### src/rtl/fence_alloc_pkg.sv
package fence_alloc_pkg;
  typedef enum logic [2:0] {
    OP_GET     = 3'd0,
    OP_PUT     = 3'd1,
    OP_PIN     = 3'd2,
    OP_UNPIN   = 3'd3,
    OP_RETILE  = 3'd4,
    OP_RESTORE = 3'd5
  } fop_e;

  typedef enum logic [1:0] {
    RC_OK       = 2'd0,
    RC_RETRY    = 2'd1,
    RC_DEADLOCK = 2'd2,
    RC_BUSY     = 2'd3
  } frc_e;
endpackage

### src/rtl/fence_lookup.sv
module fence_lookup #(
  parameter int NSLOT = 8,
  parameter int ID_W  = 6,
  localparam int SW   = $clog2(NSLOT)
) (
  input  logic                  clk,
  input  logic                  rst_n,
  input  logic [NSLOT-1:0]      bound,
  input  logic [NSLOT*ID_W-1:0] owners,
  input  logic [ID_W-1:0]       key,
  output logic                  hit,
  output logic [SW-1:0]         slot
);
  logic [NSLOT-1:0] match;

  for (genvar g = 0; g < NSLOT; g++) begin : g_cmp
    assign match[g] = bound[g] && (owners[g*ID_W +: ID_W] == key);
  end

  always_comb begin
    hit  = |match;
    slot = '0;
    for (int i = NSLOT - 1; i >= 0; i--) begin
      if (match[i]) slot = SW'(i);
    end
  end

  // an eviction must leave each surface with at most one slot
  a_r5_single_owner: assert property (@(posedge clk) disable iff (!rst_n)
    $onehot0(match));
endmodule

### src/rtl/fence_victim.sv
module fence_victim #(
  parameter int NSLOT = 8,
  localparam int SW   = $clog2(NSLOT)
) (
  input  logic                clk,
  input  logic                rst_n,
  input  logic [NSLOT*SW-1:0] order,
  input  logic [NSLOT-1:0]    pin_zero,
  output logic                found,
  output logic [SW-1:0]       slot
);
  // scan from the tail toward the head so the head-most unpinned slot wins
  always_comb begin
    found = 1'b0;
    slot  = '0;
    for (int k = NSLOT - 1; k >= 0; k--) begin
      if (pin_zero[order[k*SW +: SW]]) begin
        found = 1'b1;
        slot  = order[k*SW +: SW];
      end
    end
  end

  a_r4_victim_unpinned: assert property (@(posedge clk) disable iff (!rst_n)
    found |-> pin_zero[slot]);

  a_r6_none_free_all_pinned: assert property (@(posedge clk) disable iff (!rst_n)
    !found |-> (pin_zero == '0));
endmodule

### src/rtl/fence_recency.sv
module fence_recency #(
  parameter int NSLOT = 8,
  localparam int SW   = $clog2(NSLOT)
) (
  input  logic                clk,
  input  logic                rst_n,
  input  logic                mv_en,
  input  logic [SW-1:0]       mv_slot,
  input  logic                mv_tail,
  output logic [NSLOT*SW-1:0] order_flat
);
  logic [SW-1:0] ord_q [NSLOT];
  logic [SW-1:0] ord_d [NSLOT];
  logic [SW-1:0] pos;

  always_comb begin
    pos = '0;
    for (int k = 0; k < NSLOT; k++) begin
      if (ord_q[k] == mv_slot) pos = SW'(k);
    end
  end

  always_comb begin
    for (int k = 0; k < NSLOT; k++) begin
      ord_d[k] = ord_q[k];
      if (mv_en && mv_tail && (k >= int'(pos))) begin
        ord_d[k] = (k == NSLOT - 1) ? mv_slot : ord_q[(k + 1) % NSLOT];
      end else if (mv_en && !mv_tail && (k <= int'(pos))) begin
        ord_d[k] = (k == 0) ? mv_slot : ord_q[(k + NSLOT - 1) % NSLOT];
      end
    end
  end

  always_ff @(posedge clk or negedge rst_n) begin
    if (!rst_n) begin
      for (int k = 0; k < NSLOT; k++) ord_q[k] <= SW'(k);
    end else if (mv_en) begin
      for (int k = 0; k < NSLOT; k++) ord_q[k] <= ord_d[k];
    end
  end

  for (genvar g = 0; g < NSLOT; g++) begin : g_out
    assign order_flat[g*SW +: SW] = ord_q[g];
  end

  logic [NSLOT-1:0] seen;
  always_comb begin
    seen = '0;
    for (int k = 0; k < NSLOT; k++) seen[ord_q[k]] = 1'b1;
  end

  a_r4_order_is_permutation: assert property (@(posedge clk) disable iff (!rst_n)
    seen == '1);

  a_r4_moved_to_tail: assert property (@(posedge clk) disable iff (!rst_n)
    (mv_en && mv_tail) |=> (order_flat[(NSLOT-1)*SW +: SW] == $past(mv_slot)));

  a_r8_moved_to_head: assert property (@(posedge clk) disable iff (!rst_n)
    (mv_en && !mv_tail) |=> (order_flat[SW-1:0] == $past(mv_slot)));
endmodule

### src/rtl/fence_slot_alloc.sv
module fence_slot_alloc
  import fence_alloc_pkg::*;
#(
  parameter int NSLOT = 8,
  parameter int ID_W  = 6,
  parameter int PIN_W = 3,
  localparam int SW   = $clog2(NSLOT)
) (
  input  logic            clk,
  input  logic            rst_n,
  input  logic            cmd_valid,
  output logic            cmd_ready,
  input  logic [2:0]      cmd_op,
  input  logic [ID_W-1:0] cmd_id,
  input  logic            cmd_tiled,
  input  logic            pend_release,
  output logic            rsp_valid,
  output logic [1:0]      rsp_code,
  output logic            rsp_bound,
  output logic [SW-1:0]   rsp_slot,
  output logic            evict_valid,
  output logic [ID_W-1:0] evict_id,
  output logic            commit_valid,
  output logic            commit_clear,
  output logic [SW-1:0]   commit_slot,
  output logic [ID_W-1:0] commit_id
);
  localparam logic [PIN_W-1:0] PIN_MAX = '1;

  // slot table
  logic [ID_W-1:0]  owner_q [NSLOT];
  logic [ID_W-1:0]  owner_d [NSLOT];
  logic [PIN_W-1:0] pin_q   [NSLOT];
  logic [PIN_W-1:0] pin_d   [NSLOT];
  logic [NSLOT-1:0] bound_q, bound_d, tiled_q, tiled_d, dirty_q, dirty_d;
  logic             walk_q, walk_d;
  logic [SW-1:0]    widx_q, widx_d;

  // registered outputs
  logic            rv_q, rv_d, rb_q, rb_d, ev_q, ev_d, cv_q, cv_d, cc_q, cc_d;
  frc_e            rc_q, rc_d;
  logic [SW-1:0]   rs_q, rs_d, cs_q, cs_d;
  logic [ID_W-1:0] eid_q, eid_d, cid_q, cid_d;

  // helpers
  logic [NSLOT*ID_W-1:0] owners_flat;
  logic [NSLOT-1:0]      pin_zero;
  logic [NSLOT*SW-1:0]   order_flat;
  logic                  lk_hit, vic_found;
  logic [SW-1:0]         lk_slot, vic_slot;
  logic                  mv_en, mv_tail;
  logic [SW-1:0]         mv_slot;
  logic                  acc, tbl_en;

  for (genvar g = 0; g < NSLOT; g++) begin : g_flat
    assign owners_flat[g*ID_W +: ID_W] = owner_q[g];
    assign pin_zero[g] = (pin_q[g] == '0);
  end

  assign cmd_ready = !walk_q;
  assign acc       = cmd_valid && !walk_q;
  assign tbl_en    = acc || walk_q;

  fence_lookup #(.NSLOT(NSLOT), .ID_W(ID_W)) u_lookup (
    .clk(clk), .rst_n(rst_n), .bound(bound_q), .owners(owners_flat),
    .key(cmd_id), .hit(lk_hit), .slot(lk_slot));

  fence_victim #(.NSLOT(NSLOT)) u_victim (
    .clk(clk), .rst_n(rst_n), .order(order_flat), .pin_zero(pin_zero),
    .found(vic_found), .slot(vic_slot));

  fence_recency #(.NSLOT(NSLOT)) u_recency (
    .clk(clk), .rst_n(rst_n), .mv_en(mv_en), .mv_slot(mv_slot),
    .mv_tail(mv_tail), .order_flat(order_flat));

  // next-state
  always_comb begin
    owner_d = owner_q;
    pin_d   = pin_q;
    bound_d = bound_q;
    tiled_d = tiled_q;
    dirty_d = dirty_q;
    walk_d  = walk_q;
    widx_d  = widx_q;
    mv_en   = 1'b0;
    mv_tail = 1'b0;
    mv_slot = '0;
    rv_d = 1'b0; rc_d = RC_OK; rb_d = 1'b0; rs_d = '0;
    ev_d = 1'b0; eid_d = '0;
    cv_d = 1'b0; cc_d = 1'b0; cs_d = '0; cid_d = '0;

    if (walk_q) begin
      cv_d             = 1'b1;
      cs_d             = widx_q;
      dirty_d[widx_q]  = 1'b0;
      mv_en            = 1'b1;
      mv_slot          = widx_q;
      if (bound_q[widx_q] && tiled_q[widx_q]) begin
        cid_d   = owner_q[widx_q];
        mv_tail = 1'b1;
      end else begin
        cc_d            = 1'b1;
        bound_d[widx_q] = 1'b0;
        pin_d[widx_q]   = '0;
      end
      if (widx_q == SW'(NSLOT - 1)) begin
        walk_d = 1'b0;
        rv_d   = 1'b1;
      end
      widx_d = widx_q + 1'b1;
    end else if (cmd_valid) begin
      case (fop_e'(cmd_op))
        OP_GET: begin
          rv_d = 1'b1;
          if (lk_hit) begin
            rs_d    = lk_slot;
            mv_en   = 1'b1;
            mv_slot = lk_slot;
            if (!dirty_q[lk_slot]) begin
              rb_d    = 1'b1;
              mv_tail = 1'b1;
            end else if (tiled_q[lk_slot]) begin
              rb_d             = 1'b1;
              mv_tail          = 1'b1;
              cv_d             = 1'b1;
              cs_d             = lk_slot;
              cid_d            = cmd_id;
              dirty_d[lk_slot] = 1'b0;
            end else begin
              cv_d             = 1'b1;
              cc_d             = 1'b1;
              cs_d             = lk_slot;
              bound_d[lk_slot] = 1'b0;
              dirty_d[lk_slot] = 1'b0;
              pin_d[lk_slot]   = '0;
            end
          end else if (cmd_tiled) begin
            if (!vic_found) begin
              rc_d = pend_release ? RC_RETRY : RC_DEADLOCK;
            end else begin
              rb_d              = 1'b1;
              rs_d              = vic_slot;
              ev_d              = bound_q[vic_slot];
              eid_d             = bound_q[vic_slot] ? owner_q[vic_slot] : '0;
              owner_d[vic_slot] = cmd_id;
              bound_d[vic_slot] = 1'b1;
              tiled_d[vic_slot] = 1'b1;
              dirty_d[vic_slot] = 1'b0;
              cv_d              = 1'b1;
              cs_d              = vic_slot;
              cid_d             = cmd_id;
              mv_en             = 1'b1;
              mv_slot           = vic_slot;
              mv_tail           = 1'b1;
            end
          end
        end
        OP_PUT: begin
          rv_d = 1'b1;
          if (lk_hit) begin
            rs_d = lk_slot;
            if (pin_q[lk_slot] != '0) begin
              rc_d = RC_BUSY;
              rb_d = 1'b1;
            end else begin
              cv_d             = 1'b1;
              cc_d             = 1'b1;
              cs_d             = lk_slot;
              bound_d[lk_slot] = 1'b0;
              dirty_d[lk_slot] = 1'b0;
              mv_en            = 1'b1;
              mv_slot          = lk_slot;
            end
          end
        end
        OP_PIN: begin
          rv_d = 1'b1;
          if (lk_hit) begin
            rs_d = lk_slot;
            rb_d = 1'b1;
            if (pin_q[lk_slot] != PIN_MAX) pin_d[lk_slot] = pin_q[lk_slot] + PIN_W'(1);
          end
        end
        OP_UNPIN: begin
          rv_d = 1'b1;
          if (lk_hit) begin
            rs_d = lk_slot;
            rb_d = 1'b1;
            if (pin_q[lk_slot] != '0) pin_d[lk_slot] = pin_q[lk_slot] - PIN_W'(1);
          end
        end
        OP_RETILE: begin
          rv_d = 1'b1;
          if (lk_hit) begin
            rs_d             = lk_slot;
            rb_d             = 1'b1;
            tiled_d[lk_slot] = cmd_tiled;
            dirty_d[lk_slot] = 1'b1;
          end
        end
        OP_RESTORE: begin
          walk_d = 1'b1;
          widx_d = '0;
        end
        default: ;
      endcase
    end
  end

  // registers
  always_ff @(posedge clk or negedge rst_n) begin
    if (!rst_n) begin
      for (int k = 0; k < NSLOT; k++) begin
        owner_q[k] <= '0;
        pin_q[k]   <= '0;
      end
      bound_q <= '0;
      tiled_q <= '0;
      dirty_q <= '0;
    end else if (tbl_en) begin
      for (int k = 0; k < NSLOT; k++) begin
        owner_q[k] <= owner_d[k];
        pin_q[k]   <= pin_d[k];
      end
      bound_q <= bound_d;
      tiled_q <= tiled_d;
      dirty_q <= dirty_d;
    end
  end

  always_ff @(posedge clk or negedge rst_n) begin
    if (!rst_n) begin
      walk_q <= 1'b0;
      widx_q <= '0;
      rv_q <= 1'b0; rc_q <= RC_OK; rb_q <= 1'b0; rs_q <= '0;
      ev_q <= 1'b0; eid_q <= '0;
      cv_q <= 1'b0; cc_q <= 1'b0; cs_q <= '0; cid_q <= '0;
    end else begin
      walk_q <= walk_d;
      widx_q <= widx_d;
      rv_q <= rv_d; rc_q <= rc_d; rb_q <= rb_d; rs_q <= rs_d;
      ev_q <= ev_d; eid_q <= eid_d;
      cv_q <= cv_d; cc_q <= cc_d; cs_q <= cs_d; cid_q <= cid_d;
    end
  end

  assign rsp_valid    = rv_q;
  assign rsp_code     = rc_q;
  assign rsp_bound    = rb_q;
  assign rsp_slot     = rs_q;
  assign evict_valid  = ev_q;
  assign evict_id     = eid_q;
  assign commit_valid = cv_q;
  assign commit_clear = cc_q;
  assign commit_slot  = cs_q;
  assign commit_id    = cid_q;

  a_r2_clean_hit_quiet: assert property (@(posedge clk) disable iff (!rst_n)
    (acc && cmd_op == OP_GET && lk_hit && !dirty_q[lk_slot])
      |=> (rsp_valid && rsp_bound && !commit_valid));

  a_r5_evict_with_program: assert property (@(posedge clk) disable iff (!rst_n)
    evict_valid |-> (commit_valid && !commit_clear && commit_slot == rsp_slot));

  a_r6_fail_quiet: assert property (@(posedge clk) disable iff (!rst_n)
    (rsp_valid && (rsp_code == RC_RETRY || rsp_code == RC_DEADLOCK))
      |-> (!commit_valid && !evict_valid && !rsp_bound));

  a_r8_busy_quiet: assert property (@(posedge clk) disable iff (!rst_n)
    (rsp_valid && rsp_code == RC_BUSY) |-> (!commit_valid && rsp_bound));

  a_r11_walk_commits: assert property (@(posedge clk) disable iff (!rst_n)
    walk_q |=> commit_valid);

  a_r12_unknown_op_silent: assert property (@(posedge clk) disable iff (!rst_n)
    (acc && cmd_op > 3'd5) |=> (!rsp_valid && !commit_valid && !evict_valid));
endmodule

### config.mk
export PLATFORM = sky130hd
export DESIGN_NAME = fence_slot_alloc
export DESIGN_NICKNAME = d
export VERILOG_FILES = /design/src/rtl/fence_alloc_pkg.sv /design/src/rtl/fence_lookup.sv /design/src/rtl/fence_victim.sv /design/src/rtl/fence_recency.sv /design/src/rtl/fence_slot_alloc.sv
export SDC_FILE = /design/constraint.sdc
export NUM_CORES = 1
export LEC_CHECK = 0
export ABC_AREA = 1
export BUFFER_PORTS_ARGS = -buffer_cell sky130_fd_sc_hd__buf_2
export CORE_ASPECT_RATIO = 1.75
export CORE_MARGIN = 2
export CORE_UTILIZATION = 35
export DETAILED_ROUTE_END_ITERATION = 16
export PLACE_DENSITY_LB_ADDON = 0.3
export SYNTH_ARGS = -nofsm -noshare
export SYNTH_HDL_FRONTEND = slang
export SYNTH_SLANG_ARGS = --single-unit
### constraint.sdc
create_clock -name clk -period 3.9 [get_ports clk]
set_clock_uncertainty 0.2 [all_clocks]
set_input_delay 0.585 -clock clk [delete_from_list [all_inputs] [get_ports clk]]
set_output_delay 0.585 -clock clk [all_outputs]
set_load 0.02 [all_outputs]
==> run_results.csv, run 1 <==
group,metric,value,unit
status,status,"finished with violations",
status,failed_checks,"setup timing",
route,vias,13200,
cells_and_area,fin_util,52.4,%
critical_path,cp-start-kind,"input port",
power,comb_power_share,72.2,%
power,ir_worst_vdd,453,uV
yosys,syn-mean-instance-area,6.71,um2
clocking,tritoncts,"built",
critical_path,end_kind,"flip-flop",
yosys,syn_area,0.0106,mm2
sta,setup_viol,56,
critical_path,critical_path.startpoint,"cmd_id[0]",
sta,timing.hold.ws,0.231,ns
sta,finalCritPeriodShare,113,%
power,p_leak,7.55,nW
yosys,synth-warning-count,0,
cells_and_area,final_cells,2361,
power,finalPower,14.9,mW
global_route,grt-ovfl-total,0,
global_route,grt_pass1_wl,75700,um
sta,finalHoldViolCount,0,
clocking,clk_pin_slew,0.07,ns
clocking,h-tree-depth,4,
power,p_switching,7.65,mW
yosys,ys.flop_type,"dfrtp_1",
critical_path,worstSetupPathType,"input port to flip-flop",
critical_path,reg2reg_to,"u_recency.order_flat[1]",
route,routedWlPerCell,21.8,um
placed_design,dp_hpwl,39000,um
global_route,grt_pass1_vias,13100,
yosys,ys_seq_area_share,35.4,%
yosys,synth_nets,1596,
floorplanning,die_area,0.0317,mm2
sta,relSlewSlack,35.7,%
cells_and_area,drive_above_1_share,35.3,%
sta,fmax,228,MHz
clocking,cts_buffer_depth,2,
yosys,synth_edf_count,0,
yosys,synthCells,1576,
floorplanning,pin_count,40,
clocking,clk_root_buffer_cell,"clkbuf_16",
power,power_frac_seq,16.5,%
sta,fin_crit,4.39,ns
sta,fin_tns_setup,-19.32,ns
cells_and_area,syn_to_final_growth,48.3,%
placed_design,place_congestion,1.06,
critical_path,critical-path-slowest-cell,"nor2_2",
route,drt_iter0_markers,753,
placed_design,port_buffers,39,
floorplanning,die_h,234,um
flow_run,maxCapViolations,0,
route,final_antenna_net_count,0,
sta,worst_pin_slew,0.964,ns
critical_path,slowest_delay,0.28,ns
cells_and_area,final_nets,1981,
yosys,async_flop_share,100,%
yosys,ys_types,54,
global_route,antenna_found_initial,1,
clocking,numClockSinks,149,
sta,slew_violations,0,
placed_design,dpl.cell_count,2281,
critical_path,cp_max_fo,9,
power,p_int,7.25,mW
route,vias_per_cell,5.58,
route,drc,0,
clocking,clk_latency,0.46,ns
floorplanning,initial_core_util,35.3,%
floorplanning,die_x,135,um
critical_path,r2r_cells,31,
critical_path,r2r_start,"owner_q[28]",
critical_path,regToRegSetupSlack,-0.48,ns
min_path,holdCritPathClass,"input port to flip-flop",
placed_design,pre_cts_ws,-1.16,ns
power,power_frac_clock,11.3,%
placed_design,postPlaceCellArea,0.0138,mm2
global_route,grt_max_degree,68,
sta,setup_slack,-0.493,ns
cells_and_area,final_cell_area,0.0157,mm2
route,dr.pass1.iters,5,
critical_path,cp_common_cell,"nand2_1",
floorplanning,core.rowCount,84,
clocking,cts_buffers,17,
critical_path,required,4.04,ns
critical_path,worstPathArrival,4.53,ns
power,p_sw_share,51.3,%
floorplanning,core,0.0300,mm2
power,power_density,949,mW/mm2
sta,rsz0062_at_grt,"true",
global_route,track_usage,32.5,%
route,finalWirelength,51500,um
critical_path,crit_end,"u_recency.order_flat[1]",
yosys,ys_ff_latch,149,
## registers in the layout (all words and copies together), names as in the netlist, 2 cells and up
name,cells
dirty_q,8
owner_q,48
pin_q,24
commit_slot,3
rsp_code,2
widx_q,3
u_recency.order_flat,24
commit_id,6
rsp_slot,3
evict_id,6
tiled_q,8
bound_q,8
## cell families (layout without fill, tap and decap cells)
group	count (synthesis)	in the layout	synth area share, %
AOI/OAI and AO/OA	445	445	24.3
DFF	149	149	35.4
other	0	1	0
adders and majority gates	6	6	0.709
xor gates and xnor gates	15	15	1.24
and+or+nand+nor	703	704	28.6
buffers and inverters	258	654	9.76
## power by group through the flow
stage	Combinational, mW	Clock (mW)	Sequential (mW)
final	10.7	1.69	2.46
after global routing	11.4	1.77	2.50
after CTS	9.24	1.71	2.43
after detailed placement	8.79	0	2.45
after global placement	8.72	0	2.44
after floorplan	4.54	0	2.38
## timing repair
| action | in CTS | in global routing |
|---|---|---|
| hold endpoints to repair | 44 | 0 |
| hold buffers | 1 | 0 |
| resized for setup | 73 | 187 |
| cloned | 1 | 2 |
| endpoints found under the setup margin | 64 | 105 |
| buffers inserted | 18 | 28 |
| pin swaps | 27 | 69 |
## synthesized netlist by cell type (6+ instances only)
cell | n | area share, %
nand2_1 | 435 | 15
inv_1 | 182 | 6.5
o21ai_0 | 168 | 7.9
dfrtp_1 | 137 | 32
nor2_1 | 118 | 4.2
a21oi_1 | 117 | 5.5
nand3_1 | 58 | 2.7
o22ai_1 | 55 | 3.3
clkbuf_1 | 34 | 1.2
nor3_1 | 21 | 0.99
a22oi_1 | 18 | 1.3
nand2_2 | 16 | 0.95
inv_2 | 14 | 0.50
nand4_1 | 14 | 0.83
o21ai_1 | 14 | 0.66
buf_2 | 13 | 0.61
o2111ai_1 | 13 | 1.1
dfstp_2 | 12 | 3.0
o211ai_1 | 11 | 0.78
xor2_1 | 11 | 0.91
o221ai_1 | 10 | 0.83
o31ai_1 | 10 | 0.71
nor2_2 | 9 | 0.53
a31oi_1 | 7 | 0.41
a221oi_1 | 6 | 0.50
ha_1 | 6 | 0.71
nand3_2 | 6 | 0.57
## cells in the final DEF (no fill, tap or decap), drive strengths merged, types with 4 or more instances in the layout
cell type / Yosys / layout
nor2: 133 / 133
o211ai: 11 / 11
clkinvlp: 0 / 5
xnor2: 4 / 4
o2111ai: 13 / 13
o221ai: 10 / 10
ha: 6 / 6
dfstp: 12 / 12
a22oi: 18 / 18
clkbuf: 34 / 21
clkinv: 3 / 5
xor2: 11 / 11
nand3: 65 / 65
inv: 197 / 200
or4: 4 / 4
nand2: 456 / 457
nor4: 5 / 5
buf: 24 / 421
nor3: 21 / 21
a21oi: 118 / 118
o21ai: 183 / 183
o31ai: 10 / 10
o22ai: 55 / 55
dfrtp: 137 / 137
a31oi: 7 / 7
nand4: 14 / 14
a221oi: 6 / 6
## area by class of cell
type	count	area [um2]
Tap cell	387	484
Multi-Input combinational cell	1170	6720
Clock inverter	11	114
Clock buffer	20	467
Timing Repair Buffer	423	3340
Fill cell	2924	14300
Inverter	200	820
Sequential cell	149	3740
Antenna cell	1	2.50
## layer usage
layer  global-route usage (%)  vias to the layer above  routed length [um]
li1                         -                     6073                   -
met5                        0                        -                   0
met1                     28.3                     6137               15500
met4                     34.6                        0                6480
met2                     58.7                      634               26500
met3                     6.70                      334                3040
## critical path: cells and delay by family
kind / cells / cell delay, ns
xor gates and xnor gates: 1 / 0.24
and+or+nand+nor: 22 / 2.33
AOI/OAI and AO/OA: 1 / 0.22
buffers and inverters: 9 / 0.95
adders and majority gates: 1 / 0.20
## worst min path at each step
stage               slack (ns)                startpoint  depth (start not counted)                        to
global route              0.22              pend_release                          3               rsp_code[0]
CTS                       0.22              pend_release                          3               rsp_code[0]
detailed placement        0.30  u_recency.order_flat[10]                          2  u_recency.order_flat[10]
floorplan                 0.09                     rst_n                          0                bound_q[0]
global placement          0.30  u_recency.order_flat[10]                          2  u_recency.order_flat[10]
finish                    0.23              pend_release                          3               rsp_code[0]
(Power assumes the default switching activity.)
==> run 2, diff against run 1 <==
--- a/config.mk
+++ b/config.mk
@@ -11,3 +11,3 @@
 export CORE_MARGIN = 2
-export CORE_UTILIZATION = 35
+export CORE_UTILIZATION = 55
 export DETAILED_ROUTE_END_ITERATION = 16
==> constraint.sdc (replaced) <==
create_clock -name clk -period 3.7 [get_ports clk]
set_clock_uncertainty 0.2 [all_clocks]
set_input_delay 0.555 -clock clk [delete_from_list [all_inputs] [get_ports clk]]
set_output_delay 0.555 -clock clk [all_outputs]
set_load 0.005 [all_outputs]
==> run 2 against run 1 <==
Compared with the run above:
- the run now fails in global routing (5_1_grt)
- synthesized cell count stayed put
- synthesized area stayed put
==> run_results.csv, run 2 <==
group,metric,value,unit
yosys,synth.most_common_cell,"nand2_1",
placed_design,dpl.cell_count,2176,
yosys,synth_nets,1596,
clocking,cts_buffer_depth,2,
yosys,synthTopCellsByArea,"dfrtp_1, nand2_1, o21ai_0, inv_1, a21oi_1",
global_route,track_usage,62.7,%
global_route,grt-ovfl-total,96,
placed_design,pre_cts_ws,-1.51,ns
floorplanning,pin_count,40,
yosys,syn-mean-instance-area,6.71,um2
placed_design,port_buffers,39,
placed_design,place_congestion,1.10,
floorplanning,die_x,109,um
clocking,cts_buffers,17,
floorplanning,initial_core_util,55.6,%
clocking,numClockSinks,149,
yosys,synthCells,1576,
yosys,ys_seq_area_share,35.4,%
status,status,"aborted with a tool error",
yosys,ys_types,54,
yosys,netlist_top_cells_count,"nand2_1, inv_1, o21ai_0, dfrtp_1, nor2_1",
yosys,ys_ff_latch,149,
floorplanning,die_h,187,um
global_route,grt_max_degree,66,
floorplanning,core.rowCount,67,
yosys,ys.flop_type,"dfrtp_1",
global_route,grt_pass1_wl,97300,um
yosys,syn_area,0.0106,mm2
yosys,synth_edf_count,0,
yosys,synth-warning-count,0,
clocking,h-tree-depth,4,
clocking,clk_root_buffer_cell,"clkbuf_16",
status,stop_error,"[ERROR GRT-0116] Global routing finished with congestion. Check the congestion regions in the DRC Viewer.",
global_route,grt_pass1_vias,16200,
yosys,yosysTopAreaCell,"dfrtp_1",
placed_design,dp_hpwl,38800,um
yosys,async_flop_share,100,%
yosys,synth_top_cell_area_share,32.4,%
status,stop_stage,"global routing (5_1_grt)",
-- run 2: cell counts after synthesis --
Identical to the previous run, type by type.
-- run 2: kinds of logic after synthesis --
logic type | share of synthesized area [%]
XOR/XNOR | 1.24
flip-flops | 35.4
AND/OR/NAND/NOR | 28.6
AO/OA/AOI/OAI | 24.3
buffers and inverters | 9.76
adder cells (fa/ha/maj) | 0.709
-- run 2: per-stage QoR --
stage	setup TNS (ns)	area [um2]	util [%]
after global placement	-72.63	13900	72.8
after floorplan	-16.77	10900	-
after CTS	-25.76	15500	81.5
after detailed placement	-78.22	13900	72.8
-- run 2: layer usage --
metal | GRT overflow | global-route usage, %
met5 | 0 | 0.765
met3 | 4 | 34.7
met1 | 0 | 60.1
met2 | 61 | 88.4
met4 | 31 | 67.2
-- run 2: what timing repair did --
action                     CTS
hold endpoints to repair    50
pin swaps                   75
gates resized for setup    153
setup buffers               68
cloned                       3
hold buffers                 1
setup endpoints to repair   82
==> run 3, diff against run 2 <==
CORE_ASPECT_RATIO = unset   (was 1.75)
CORE_UTILIZATION = 40   (was 55)
PLACE_DENSITY_LB_ADDON = 0.15   (was 0.3)
clock period = 4.8 ns   (was 3.7 ns; I/O delays follow)
==> run 3 against run 2 <==
Compared with the run above:
- the run now ends clean
==> run_results.csv, run 3 (synthesis gave the netlist of run 1 again) <==
group,metric,value,unit
sta,fmax,222,MHz
sta,finalCritPeriodShare,94.0,%
critical_path,r2r_cells,36,
floorplanning,die_area,0.0278,mm2
status,status,"finished clean",
route,routedWlPerCell,20.4,um
route,drc,0,
critical_path,crit_end,"u_recency.order_flat[4]",
floorplanning,core,0.0260,mm2
global_route,grt-ovfl-total,0,
critical_path,critical_path.startpoint,"cmd_id[1]",
critical_path,regToRegSetupSlack,0.31,ns
critical_path,path_depth,38,
route,drt_iter0_markers,1421,
placed_design,place_congestion,1.01,
critical_path,crit_buf_inv,9,
cells_and_area,fin_util,49.5,%
cells_and_area,most-common-layout-cells,"nand2_1, inv_1, o21ai_0",
power,finalPower,9.45,mW
sta,setup_viol,0,
floorplanning,die_h,167,um
global_route,antenna_found_initial,1,
clocking,cts_buffers,17,
clocking,cts.hold.buffers_added,0,
placed_design,postPlaceCellArea,0.0120,mm2
cells_and_area,layout_commonest_cell,"nand2_1",
clocking,numClockSinks,149,
cells_and_area,syn_to_final_growth,21.4,%
cells_and_area,fillerInstances,2677,
global_route,grt_max_degree,93,
cells_and_area,top_register,"owner_q",
critical_path,slowest_delay,0.30,ns
route,vias,11800,
cells_and_area,drive_above_1_share,18.5,%
placed_design,port_buffers,39,
sta,finalHoldViolCount,0,
sta,relSlewSlack,36.2,%
critical_path,worstSetupPathType,"input port to flip-flop",
clocking,h-tree-depth,4,
critical_path,critical-path-slowest-cell,"nor3_2",
sta,worst_pin_slew,0.957,ns
cells_and_area,final_nets,1742,
global_route,grt_pass1_wl,65200,um
critical_path,cp_max_fo,10,
placed_design,pre_cts_ws,-0.238,ns
clocking,clk_pin_slew,0.08,ns
critical_path,reg2reg_to,"u_recency.order_flat[4]",
critical_path,end_kind,"flip-flop",
global_route,grt_pass1_vias,10700,
global_route,track_usage,30.4,%
critical_path,cpLargestDelayFamily,"simple AND/OR/NAND/NOR gates",
route,vias_per_cell,5.70,
sta,fin_crit,4.51,ns
critical_path,r2r_start,"owner_q[3]",
route,finalWirelength,42300,um
clocking,clk_latency,0.44,ns
sta,slew_violations,0,
route,dr.pass1.iters,6,
clocking,tritoncts,"built",
route,final_antenna_net_count,0,
placed_design,dpl.cell_count,2032,
critical_path,worstPathArrival,4.63,ns
critical_path,cp-start-kind,"input port",
sta,setup_slack,0.290,ns
critical_path,required,4.92,ns
power,power_density,735,mW/mm2
floorplanning,initial_core_util,40.7,%
flow_run,maxCapViolations,0,
cells_and_area,final_cells,2071,
power,p_leak,6.18,nW
placed_design,dp_hpwl,31900,um
floorplanning,core.rowCount,59,
min_path,holdCritPathClass,"input port to asynchronous set/reset pin",
cells_and_area,largest_register_ff_count,48,
floorplanning,die_x,167,um
cells_and_area,final_cell_area,0.0129,mm2
critical_path,cp_common_cell,"nand2_1",
sta,fin_tns_setup,0,ns
sta,timing.hold.ws,0.137,ns
floorplanning,pin_count,40,
power,ir_worst_vdd,453,uV
clocking,cts_buffer_depth,2,
clocking,clk_root_buffer_cell,"clkbuf_16",
==> run 3: layer usage <==
layer  wire length, um  share of wire, %  track usage (%)
met3              4560                11             6.96
met4               799               1.9             7.91
met5                 0                 0                0
met2             16500                39             40.0
met1             20400                48             48.7
==> run 3: power by group <==
group          switching (mW)  internal, mW  total, mW  leakage, nW
registers               0.493          1.64       2.14         1.95
clock network           0.686         0.795       1.48        0.302
logic                    3.87          1.96       5.83         3.93
total                    5.05          4.40       9.45         6.18
==> run 3: worst reg2reg max path, delay by kind of cell, from the launching register on <==
kind | cells | cell delay [ns]
buffers and inverters | 7 | 0.67
DFF | 1 | 0.51
adders and majority gates | 1 | 0.25
and+or+nand+nor | 28 | 2.74
==> run 3: area by class of cell <==
| class | count | area, um2 | area share [%] |
|---|---|---|---|
| Inverter | 200 | 761 | 5.92 |
| Timing Repair Buffer | 184 | 1360 | 10.5 |
| Multi-Input combinational cell | 1170 | 5960 | 46.3 |
| Clock inverter | 15 | 185 | 1.44 |
| Sequential cell | 149 | 3750 | 29.2 |
| Antenna cell | 1 | 2.50 | 0.0195 |
| Tap cell | 335 | 419 | 3.26 |
| Clock buffer | 17 | 425 | 3.31 |
==> run 3: timing repair <==
item                                    CTS  global route
setup buffers                             0             5
gates resized for setup                   0            45
endpoints found under the setup margin    0            54
==> run 3: how the worst min path moves through the flow <==
stage / depth (start not counted) / slack, ns / endpoint
after floorplan: 0 / 0.22 / bound_q[0]
after global placement: 2 / 0.30 / u_recency.order_flat[2]
after detailed placement: 2 / 0.30 / owner_q[6]
after CTS: 1 / 0.21 / owner_q[1]
after global routing: 1 / 0.24 / owner_q[3]
final: 1 / 0.14 / owner_q[1]
==> run 4, diff against run 3 <==
CORE_ASPECT_RATIO = 0.9   (was unset)
==> run 4 against run 3 <==
Compared with the run above:
- first-iteration DRC count grew 18%
- utilization rose by 0.19 points
- non-clock buffer count increased by 4
- hold slack gained 0.049 ns
- final area up 0.69%
- combinational power is 3.9% higher
- clock-buffer cell count rose by 1
- power up 2.5%
- via count grew 1.4%
- highest routed layer unchanged
==> run_results.csv, run 4 (synthesis gave the netlist of run 1 again) <==
group,metric,value,unit
status,status,"finished clean",
cells_and_area,most-common-layout-cells,"nand2_1, inv_1, o21ai_0",
sta,finalHoldViolCount,0,
placed_design,place_congestion,1.01,
route,vias_per_cell,5.74,
floorplanning,pin_count,40,
clocking,cts.hold.buffers_added,0,
placed_design,port_buffers,39,
power,p_sw_share,53.4,%
global_route,track_usage,32.0,%
power,ir_worst_vdd,303,uV
clocking,cts_buffers,17,
route,finalWirelength,44000,um
power,p_switching,5.18,mW
floorplanning,die_area,0.0278,mm2
clocking,clk_latency,0.45,ns
sta,timing.hold.ws,0.186,ns
clocking,numClockSinks,149,
min_path,holdCritPathClass,"input port to asynchronous set/reset pin",
sta,relSlewSlack,35.6,%
cells_and_area,fillerInstances,2655,
clocking,h-tree-depth,4,
critical_path,required,4.93,ns
floorplanning,core,0.0261,mm2
floorplanning,initial_core_util,40.6,%
global_route,grt_pass1_vias,10800,
cells_and_area,layout_commonest_cell,"nand2_1",
global_route,grt_max_degree,99,
cells_and_area,top_register,"owner_q",
global_route,grt-ovfl-total,0,
sta,fmax,220,MHz
critical_path,worstSetupPathType,"input port to flip-flop",
critical_path,slowest_delay,0.24,ns
cells_and_area,syn_to_final_growth,22.3,%
cells_and_area,final_nets,1745,
power,power_frac_clock,15.2,%
sta,fin_crit,4.54,ns
global_route,grt_pass1_wl,66600,um
route,final_antenna_net_count,0,
power,p_leak,6.23,nW
floorplanning,die_x,175,um
critical_path,end_kind,"flip-flop",
cells_and_area,drive_above_1_share,18.9,%
critical_path,cp_common_cell,"nand2_1",
floorplanning,core.rowCount,56,
power,power_frac_seq,22.3,%
route,routedWlPerCell,21.1,um
critical_path,cp_max_fo,7,
power,power_density,749,mW/mm2
sta,worst_pin_slew,0.966,ns
clocking,clk_pin_slew,0.08,ns
critical_path,worstPathArrival,4.67,ns
floorplanning,die_h,158,um
clocking,cts_buffer_depth,2,
power,p_int,4.51,mW
critical_path,cp-start-kind,"input port",
flow_run,maxCapViolations,0,
route,dr.pass1.iters,6,
clocking,clk_root_buffer_cell,"clkbuf_16",
cells_and_area,final_cells,2086,
power,comb_power_share,62.6,%
cells_and_area,largest_register_ff_count,48,
route,drc,0,
sta,setup_viol,0,
cells_and_area,diodes,0,
critical_path,critical-path-slowest-cell,"nor3_2",
sta,slew_violations,0,
route,drt_iter0_markers,1674,
sta,finalCritPeriodShare,94.5,%
placed_design,dpl.cell_count,2042,
placed_design,dp_hpwl,33700,um
route,vias,12000,
global_route,antenna_found_initial,0,
clocking,tritoncts,"built",
run 4: area by class of cell:
| class | count | area [um2] | area share [%] |
|---|---|---|---|
| multi-input cells | 1169 | 5960 | 46.1 |
| flip-flops and latches | 149 | 3740 | 28.9 |
| repair buffers | 188 | 1420 | 11.0 |
| inverters | 200 | 766 | 5.92 |
| clock buffers | 18 | 439 | 3.39 |
| well taps | 348 | 435 | 3.36 |
| clock inverters | 14 | 175 | 1.35 |
run 4: repair_timing:
item                                    CTS  global route
setup buffers                             0            12
gates resized for setup                   0            55
endpoints found under the setup margin    0            52
run 4: path summary, 6_finish.rpt:
kind                                          start                       end  slack, ns  cells past startpoint
max in group asynchronous                     rst_n  u_recency.order_flat[10]       3.23                      2
hold / removal                                rst_n                owner_q[7]       0.19                      1
setup reg to reg                        owner_q[30]   u_recency.order_flat[1]       0.30                     31
setup / recovery                          cmd_id[4]   u_recency.order_flat[1]       0.26                     37
min in group clk           u_recency.order_flat[10]  u_recency.order_flat[10]       0.32                      2
hold reg to reg            u_recency.order_flat[10]  u_recency.order_flat[10]       0.32                      2
run 4: power by group through the flow:
stage,Clock [mW],Sequential (mW),Combinational (mW)
detailed placement,0,2.13,5.57
finish,1.47,2.16,6.06
CTS,1.49,2.11,5.59
global placement,0,2.14,5.59
global route,1.55,2.19,6.62
floorplan,0,1.89,3.56
run 4: per-stage QoR:
step	TNS, ns	worst slack, ns	util (%)	total power [mW]	area [um2]
floorplan	0	0.00934	-	5.45	10600
global placement	-6.02	-0.316	46.2	7.73	12000
detailed placement	-9.81	-0.364	46.2	7.71	12000
CTS	0	0.0804	48.5	9.20	12600
global route	-0.103	-0.0273	49.6	10.3	12900
finish	0	0.263	49.6	9.69	12900
run 4: metal layers:
| layer | share of wire [%] | GRT usage, % | vias to the layer above |
|---|---|---|---|
| met2 | 36 | 39.6 | 707 |
| met4 | 1.3 | 6.85 | 0 |
| met5 | 0 | 0.725 | - |
| met1 | 49 | 50.2 | 5628 |
| met3 | 14 | 12.9 | 43 |
| li1 | - | - | 5596 |
run 4: worst max-delay path, delay by kind of cell:
| family | cells | cell delay (ns) |
|---|---|---|
| XOR/XNOR | 1 | 0.15 |
| adder cells (fa/ha/maj) | 1 | 0.24 |
| buffers and inverters | 7 | 0.85 |
| AND/OR/NAND/NOR | 28 | 2.69 |
